==> src/rtl/bwp_pkg.sv <==
package bwp_pkg;
    typedef enum logic [2:0] {
        ST_IDLE  = 3'd0,
        ST_FILL  = 3'd1,
        ST_ISSUE = 3'd2,
        ST_WAIT  = 3'd3,
        ST_DONE  = 3'd4
    } pk_state_e;
endpackage

==> src/rtl/bwp_lane_insert.sv <==
module bwp_lane_insert #(
    parameter int LANES = 4,
    localparam int OFS_W = $clog2(LANES),
    localparam int WORD_W = 8 * LANES
) (
    input  logic [WORD_W-1:0] word_in,
    input  logic [OFS_W-1:0]  lane,
    input  logic [7:0]        byte_in,
    output logic [WORD_W-1:0] word_out
);
    for (genvar i = 0; i < LANES; i++) begin : g_lane
        // lane i occupies bits 8*i+7 : 8*i
        assign word_out[8*i +: 8] = (lane == OFS_W'(i)) ? byte_in : word_in[8*i +: 8];
    end
endmodule

==> src/rtl/byte_wr_packer.sv <==
module byte_wr_packer #(
    parameter int ADDR_W = 16,
    parameter int LEN_W  = 12,
    parameter int LANES  = 4,
    localparam int OFS_W  = $clog2(LANES),
    localparam int WORD_W = 8 * LANES
) (
    input  logic              clk,
    input  logic              rst_n,
    input  logic              req_valid,
    output logic              req_ready,
    input  logic [ADDR_W-1:0] req_addr,
    input  logic [LEN_W-1:0]  req_len,
    input  logic              in_valid,
    output logic              in_ready,
    input  logic [7:0]        in_data,
    output logic              wr_valid,
    input  logic              wr_ready,
    output logic [ADDR_W-1:0] wr_addr,
    output logic [WORD_W-1:0] wr_data,
    input  logic              rsp_valid,
    input  logic              rsp_ok,
    output logic              done_valid,
    output logic              done_err,
    output logic [LEN_W-1:0]  done_count
);
    import bwp_pkg::*;

    typedef struct packed {
        pk_state_e         st;
        logic [ADDR_W-1:0] waddr;
        logic [WORD_W-1:0] word;
        logic [OFS_W-1:0]  lane;
        logic [LEN_W-1:0]  left;
        logic [OFS_W:0]    nbytes;
        logic [LEN_W-1:0]  count;
        logic              err;
    } pk_regs_t;

    pk_regs_t r_q, r_d;
    logic [WORD_W-1:0] word_ins;

    bwp_lane_insert #(.LANES(LANES)) u_ins (
        .word_in  (r_q.word),
        .lane     (r_q.lane),
        .byte_in  (in_data),
        .word_out (word_ins)
    );

    always_comb begin
        r_d = r_q;
        unique case (r_q.st)
            ST_IDLE: begin
                if (req_valid) begin
                    r_d.count  = '0;
                    r_d.err    = 1'b0;
                    r_d.word   = '1;
                    r_d.nbytes = '0;
                    r_d.left   = req_len;
                    r_d.lane   = req_addr[OFS_W-1:0];
                    r_d.waddr  = {req_addr[ADDR_W-1:OFS_W], {OFS_W{1'b0}}};
                    r_d.st     = (req_len == '0) ? ST_DONE : ST_FILL;
                end
            end
            ST_FILL: begin
                if (in_valid) begin
                    r_d.word   = word_ins;
                    r_d.lane   = r_q.lane + 1'b1;
                    r_d.left   = r_q.left - 1'b1;
                    r_d.nbytes = r_q.nbytes + 1'b1;
                    if (r_q.lane == OFS_W'(LANES - 1) || r_q.left == LEN_W'(1))
                        r_d.st = ST_ISSUE;
                end
            end
            ST_ISSUE: begin
                if (wr_ready) r_d.st = ST_WAIT;
            end
            ST_WAIT: begin
                if (rsp_valid) begin
                    if (!rsp_ok) begin
                        r_d.err = 1'b1;
                        r_d.st  = ST_DONE;
                    end else begin
                        r_d.count = r_q.count + LEN_W'(r_q.nbytes);
                        if (r_q.left == '0) begin
                            r_d.st = ST_DONE;
                        end else begin
                            r_d.st     = ST_FILL;
                            r_d.lane   = '0;
                            r_d.word   = '1;
                            r_d.nbytes = '0;
                            r_d.waddr  = r_q.waddr + ADDR_W'(LANES);
                        end
                    end
                end
            end
            ST_DONE: r_d.st = ST_IDLE;
            default: r_d.st = ST_IDLE;
        endcase
    end

    always_ff @(posedge clk) begin
        if (!rst_n) begin
            r_q.st     <= ST_IDLE;
            r_q.waddr  <= '0;
            r_q.word   <= '1;
            r_q.lane   <= '0;
            r_q.left   <= '0;
            r_q.nbytes <= '0;
            r_q.count  <= '0;
            r_q.err    <= 1'b0;
        end else begin
            r_q <= r_d;
        end
    end

    assign req_ready  = (r_q.st == ST_IDLE);
    assign in_ready   = (r_q.st == ST_FILL);
    assign wr_valid   = (r_q.st == ST_ISSUE);
    assign wr_addr    = r_q.waddr;
    assign wr_data    = r_q.word;
    assign done_valid = (r_q.st == ST_DONE);
    assign done_err   = r_q.err;
    assign done_count = r_q.count;
endmodule

==> config.mk <==
export PLATFORM = sky130hd
export DESIGN_NAME = byte_wr_packer
export DESIGN_NICKNAME = d
export VERILOG_FILES = /design/src/rtl/bwp_pkg.sv /design/src/rtl/bwp_lane_insert.sv /design/src/rtl/byte_wr_packer.sv
export SDC_FILE = /design/constraint.sdc
export NUM_CORES = 1
export LEC_CHECK = 0
export ABC_AREA = 1
export BUFFER_PORTS_ARGS = -buffer_cell sky130_fd_sc_hd__buf_2
export CAP_MARGIN = 0
export CORE_MARGIN = 1
export CORE_UTILIZATION = 61
export CTS_BUF_LIST = sky130_fd_sc_hd__clkbuf_4 sky130_fd_sc_hd__clkbuf_8
export DETAILED_ROUTE_END_ITERATION = 16
export HOLD_SLACK_MARGIN = 0.12
export PLACE_DENSITY_LB_ADDON = 0.1
export SLEW_MARGIN = 20
export SYNTH_ARGS = -nofsm -noshare
export SYNTH_HDL_FRONTEND = slang
export SYNTH_SLANG_ARGS = --single-unit
==> constraint.sdc <==
create_clock -name clk -period 3.93 [get_ports clk]
set_input_delay 0.1965 -clock clk [delete_from_list [all_inputs] [get_ports clk]]
set_output_delay 0.1965 -clock clk [all_outputs]
set_load 0.01 [all_outputs]
After elaboration in Yosys (flattened, before gate mapping)
Index checks and enable logic that the tools add are counted.
- $add $sub $neg: 5
- eq/ne operators: 20
- muxes and demuxes: 25
- reduce and logical (&&, ||, !) cells: 18
- operator list (operator ; number):
    $pmux W34 S3 ; 1
    $mux W50 ; 2
    $mux W81 ; 1
    $mux W53 ; 1
    $mux W49 ; 1
    $mux W8 ; 4
    $pmux W16 S2 ; 1
    $reduce_and A7 Y1 ; 4
    $pmux W13 S2 ; 1
    $logic_not A12 Y1 ; 2
    $pmux W12 S2 ; 1
    $mux W3 ; 7
    $add A16 B3 Y16 const B ; 1
    $mux W16 ; 1
    $mux W15 ; 1
    $add A12 B3 Y12 ; 1
    $eq A12 B1 Y1 const B ; 1
    $ne A2 B1 Y1 const B ; 6
    $ne A2 B2 Y1 const B ; 6
    $pmux W3 S4 ; 1
    $sub A12 B1 Y12 const B ; 1
    $reduce_and A5 Y1 ; 2
    $pmux W3 S3 ; 1
    $reduce_and A4 Y1 ; 2
    15 further kinds ; 18
- register bits: 81
- output and inout port bits: 65

Depth between registers and ports, before layout
- depth in word-level cells: 5
- mapped depth: 13
- gate-level depth less buffers: 12

By module
Synthesis repeated with hierarchy kept, for this count alone.
- cells, all modules: 848
- area, all modules: 5774.3 µm²
- by module, submodules not included (module ; times used ; cells each ; area each (µm²) ; sequential area each (µm²)):
    byte_wr_packer ; 1 ; 740 ; 5261.3 ; 1581.5
    bwp_lane_insert ; 1 ; 108 ; 513.0 ; 0.0

Worst setup path before layout
No wires, ideal clock.
- path kind: reg2reg
- start point: reg r_q[78] (netlist name)
- end point: reg r_q, in the netlist wr_data[10]
- setup time: 0.134 ns
- arrival time: 1.362 ns
- data required time: 3.796 ns
- slack: 2.435 ns
- cell stages (with the launch flop): 10
- path buffers: 2
- path through: dfxtp_1 nand3_4 inv_2 buf_6 nand3_1 nand2_2 inv_2 buf_2 nand3_1 nand3_1
- cells in the longest elaborated chain, start to end: 3
- elaborated cells on any way between the ends: 12
- ends and longest elaborated chain (item ; RTL line ; RTL):
    start, declared ; byte_wr_packer.sv:40 ; pk_regs_t r_q, r_d;
    start signal, assigned ; byte_wr_packer.sv:113 ; r_q <= r_d;
    $eq A3 B1 Y1 (tied with other cells) ; byte_wr_packer.sv:52 ; unique case (r_q.st)
    $ne A2 B1 Y1 (no source line) (tied with other cells) ; - ;
    $reduce_and A7 Y1 (no source line) ; - ;
Parallel ways exist; a longest one is shown, timed or not.
A chain may end at the register's enable or synchronous reset.

Final worst setup path
- start point: reg r_q[78] (netlist name)
- end point: reg r_q, in the netlist wr_data[27]
The elaborated chain is that of the path after synthesis.

==> flow_metrics.py <==
metrics = {
    "outcome": {
        "status": "completed",
    },
    "run": {
        "maxCapViolCount": 0,
    },
    "drt": {
        "vias_per_cell": 5.39,
        "wl_per_cell_um": 12.9,
        "antenna_left": 0,
        "drt-initial-drc-count": 237,
        "drtPass1Iterations": 4,
        "drc_errors": 0,
        "wl_um": 11200,
        "vias": 4688,
    },
    "clock_tree": {
        "htreeDepth": 3,
        "path_clk_slew_ns": 0.09,
        "cts_buffers": 9,
        "max-clock-path-buffers": 2,
        "cts-root-buf": "clkbuf_8",
        "cts_tree": "built",
        "clock-sinks": 79,
        "postCtsSetupRepairBufs": 0,
        "clock_latency_ns": 0.35,
    },
    "cells_and_area": {
        "num-fill-cells": 747,
        "synthToLayoutAreaGrowth_pct": 5.79,
        "diodes": 0,
        "post-route-util_pct": 66.8,
        "final_cell_mix": "176 x nand2_1, 105 x buf_2, 83 x nand3_1, 79 x dfxtp_1, 77 x nor2_1",
        "drive_gt1_share_pct": 21.1,
        "layout_commonest_cell": "nand2_1",
        "fin_nets": 819,
    },
    "global_routing": {
        "grt_max_degree": 47,
        "grt_pass1_vias": 4062,
        "antenna_found_initial": 0,
        "grt-ovfl-total": 0,
        "track_usage_pct": 27.1,
        "grt_pass1_wl_um": 18700,
    },
    "timing": {
        "fin_crit_ns": 2.34,
        "clock.fmax_mhz": 428,
        "tns_ns": 0,
        "slew_viol_final": 0,
        "worstMarginPinSlew_ns": 1.07,
        "setup_viol": 0,
        "finClkSkew_ns": 0.0169,
        "hold_viol": 0,
        "setup_slack_ns": 1.59,
        "relSlewSlack_pct": 28.6,
        "rsz0062_at_grt": "no",
        "post-route-period-util_pct": 59.5,
    },
    "synthesis": {
        "synth_fa_ha_area_share_pct": 3.47,
        "synth_mux_area_share_pct": 0,
        "syn-instance-count": 728,
        "async_flop_share_pct": 0,
        "synth-compound-area-share_pct": 10.3,
        "synth_top_area_cell": "dfxtp_1",
        "ys_seq_area_share_pct": 32.2,
        "synthTopCellsByArea": "dfxtp_1 32%, nand2_1 13%, buf_4 9.5%",
        "yosysTopAreaCellShare_pct": 32.2,
        "synth.avg_cell_area_um2": 6.74,
        "synth_simple_gate_area_share_pct": 37.4,
        "synth_edf_count": 0,
        "ys_ff_latch": 79,
        "ys_warn_count": 0,
        "syn_area_mm2": 0.00491,
        "synthXorXnorAreaFrac_pct": 0.536,
        "ys_types": 38,
        "synth_top_family_by_area": "simple AND/OR/NAND/NOR gates",
        "synthFlopType": "dfxtp_1",
    },
    "die": {
        "core_area_mm2": 0.00777,
        "fp.dieW_um": 91.7,
        "ioPinCount": 108,
        "die_y_um": 91.7,
        "die_area_mm2": 0.00841,
        "rows": 32,
        "initial_core_util_pct": 63.2,
    },
    "placement": {
        "gp_congestion": 0.924,
        "io_buffers": 105,
        "dpl.hpwl_um": 8170,
        "post-place-ws_ns": 1.61,
    },
    "worst_setup_path": {
        "crit_arrival_ns": 2.55,
        "path_max_fanout": 34,
        "slowest_delay_ns": 0.50,
        "criticalPathCategory": "reg -> reg",
        "required_ns": 4.15,
        "crit_chain": "nand3_4 > inv_2 > nand3_1 > nand2_2 > inv_2 > nand2_2 > nor2_4 > nand2_1 > nand3_1",
        "crit_slowest_cell": "dfxtp_1",
        "critPathLaunchType": "register",
        "end_kind": "register",
    },
    "pwr": {
        "cellPowerDensity_mw_per_mm2": 745,
        "p_leak_nw": 2.49,
        "ir_drop_v": 0.000417,
        "total_power_w": 0.00387,
    },
    "min_path": {
        "hp-class": "in -> reg",
    },
}
[final timing paths]
kind                 endpoint  slack [ns]  depth (start not counted)    startpoint
setup / recovery  wr_data[27]        1.59                          9       r_q[78]
hold / removal    wr_addr[12]        0.15                          5  req_addr[12]
setup reg to reg  wr_data[27]        1.59                          9       r_q[78]
hold reg to reg   wr_data[13]        0.46                          2   wr_data[13]
[layer usage]
layer | global-route usage, % | wire [um] | vias to the layer above
met3 | 3.73 | 629 | 18
li1 | - | - | 2385
met1 | 37.0 | 5100 | 2123
met2 | 45.1 | 5310 | 162
met5 | 0 | 0 | -
met4 | 7.28 | 155 | 0
[cell usage after synthesis (2+ instances only)]
cell type and instances:
buf_4 62, nand2_1 176, nand3_1 83, nor3_4 2, inv_2 5, ha_1 12, xor2_1 3, a31oi_1 5
o21ai_0 36, nand2_2 7, clkbuf_1 13, inv_1 49, nor3_1 7, nor2_4 5, nor2_2 2, or2_2 13
buf_6 3, nor2_1 77, dfxtp_1 79, buf_2 5, a21oi_1 45, nand4_1 23
[state kept, by name, summed over array words and instances (netlist names)]
signal	flops
r_q	20
done_err	1
done_count	12
wr_addr	14
wr_data	32
[cells by family after synthesis]
group,Yosys count
AOI/OAI and AO/OA,93
and+or+nand+nor,400
DFF,79
other,1
xor gates and xnor gates,3
buffers and inverters,139
adders and majority gates,13
[worst max-delay path, delay by kind of cell (launching register included)]
| kind | cells | cell delay [ns] |
|---|---|---|
| simple gates | 7 | 1.03 |
| flops | 1 | 0.50 |
| buf+inv | 2 | 0.67 |
[power by group]
part / internal, W / switching [W]
Combinational: 0.000692 / 0.00133
Sequential: 0.00105 / 0.000219
Clock: 0.000242 / 0.000340
Total: 0.00198 / 0.00189
[metrics by stage]
step / instance area [um2] / instances / hold slack [ns]
after floorplan: 4910 / 729 / 0.358
after global placement: 4990 / 853 / 0.435
after detailed placement: 4990 / 853 / 0.439
after CTS: 5180 / 869 / 0.121
after global routing: 5190 / 870 / 0.191
final: 5190 / 870 / 0.149
[area by class of cell]
type	count	area (um2)	area share (%)
Sequential cell	79	1580	30.5
Clock buffer	9	124	2.39
Tap cell	102	128	2.46
Clock inverter	7	62.6	1.21
Timing Repair Buffer	107	543	10.5
Multi-Input combinational cell	511	2540	49.0
Inverter	55	206	3.98
[repair_timing]
| item | 4_1_cts | 5_1_grt |
|---|---|---|
| resized for setup | 0 | 0 |
| hold buffers | 0 | 1 |
| hold endpoints to repair | 0 | 1 |
Power figures use the tool's default switching activity.
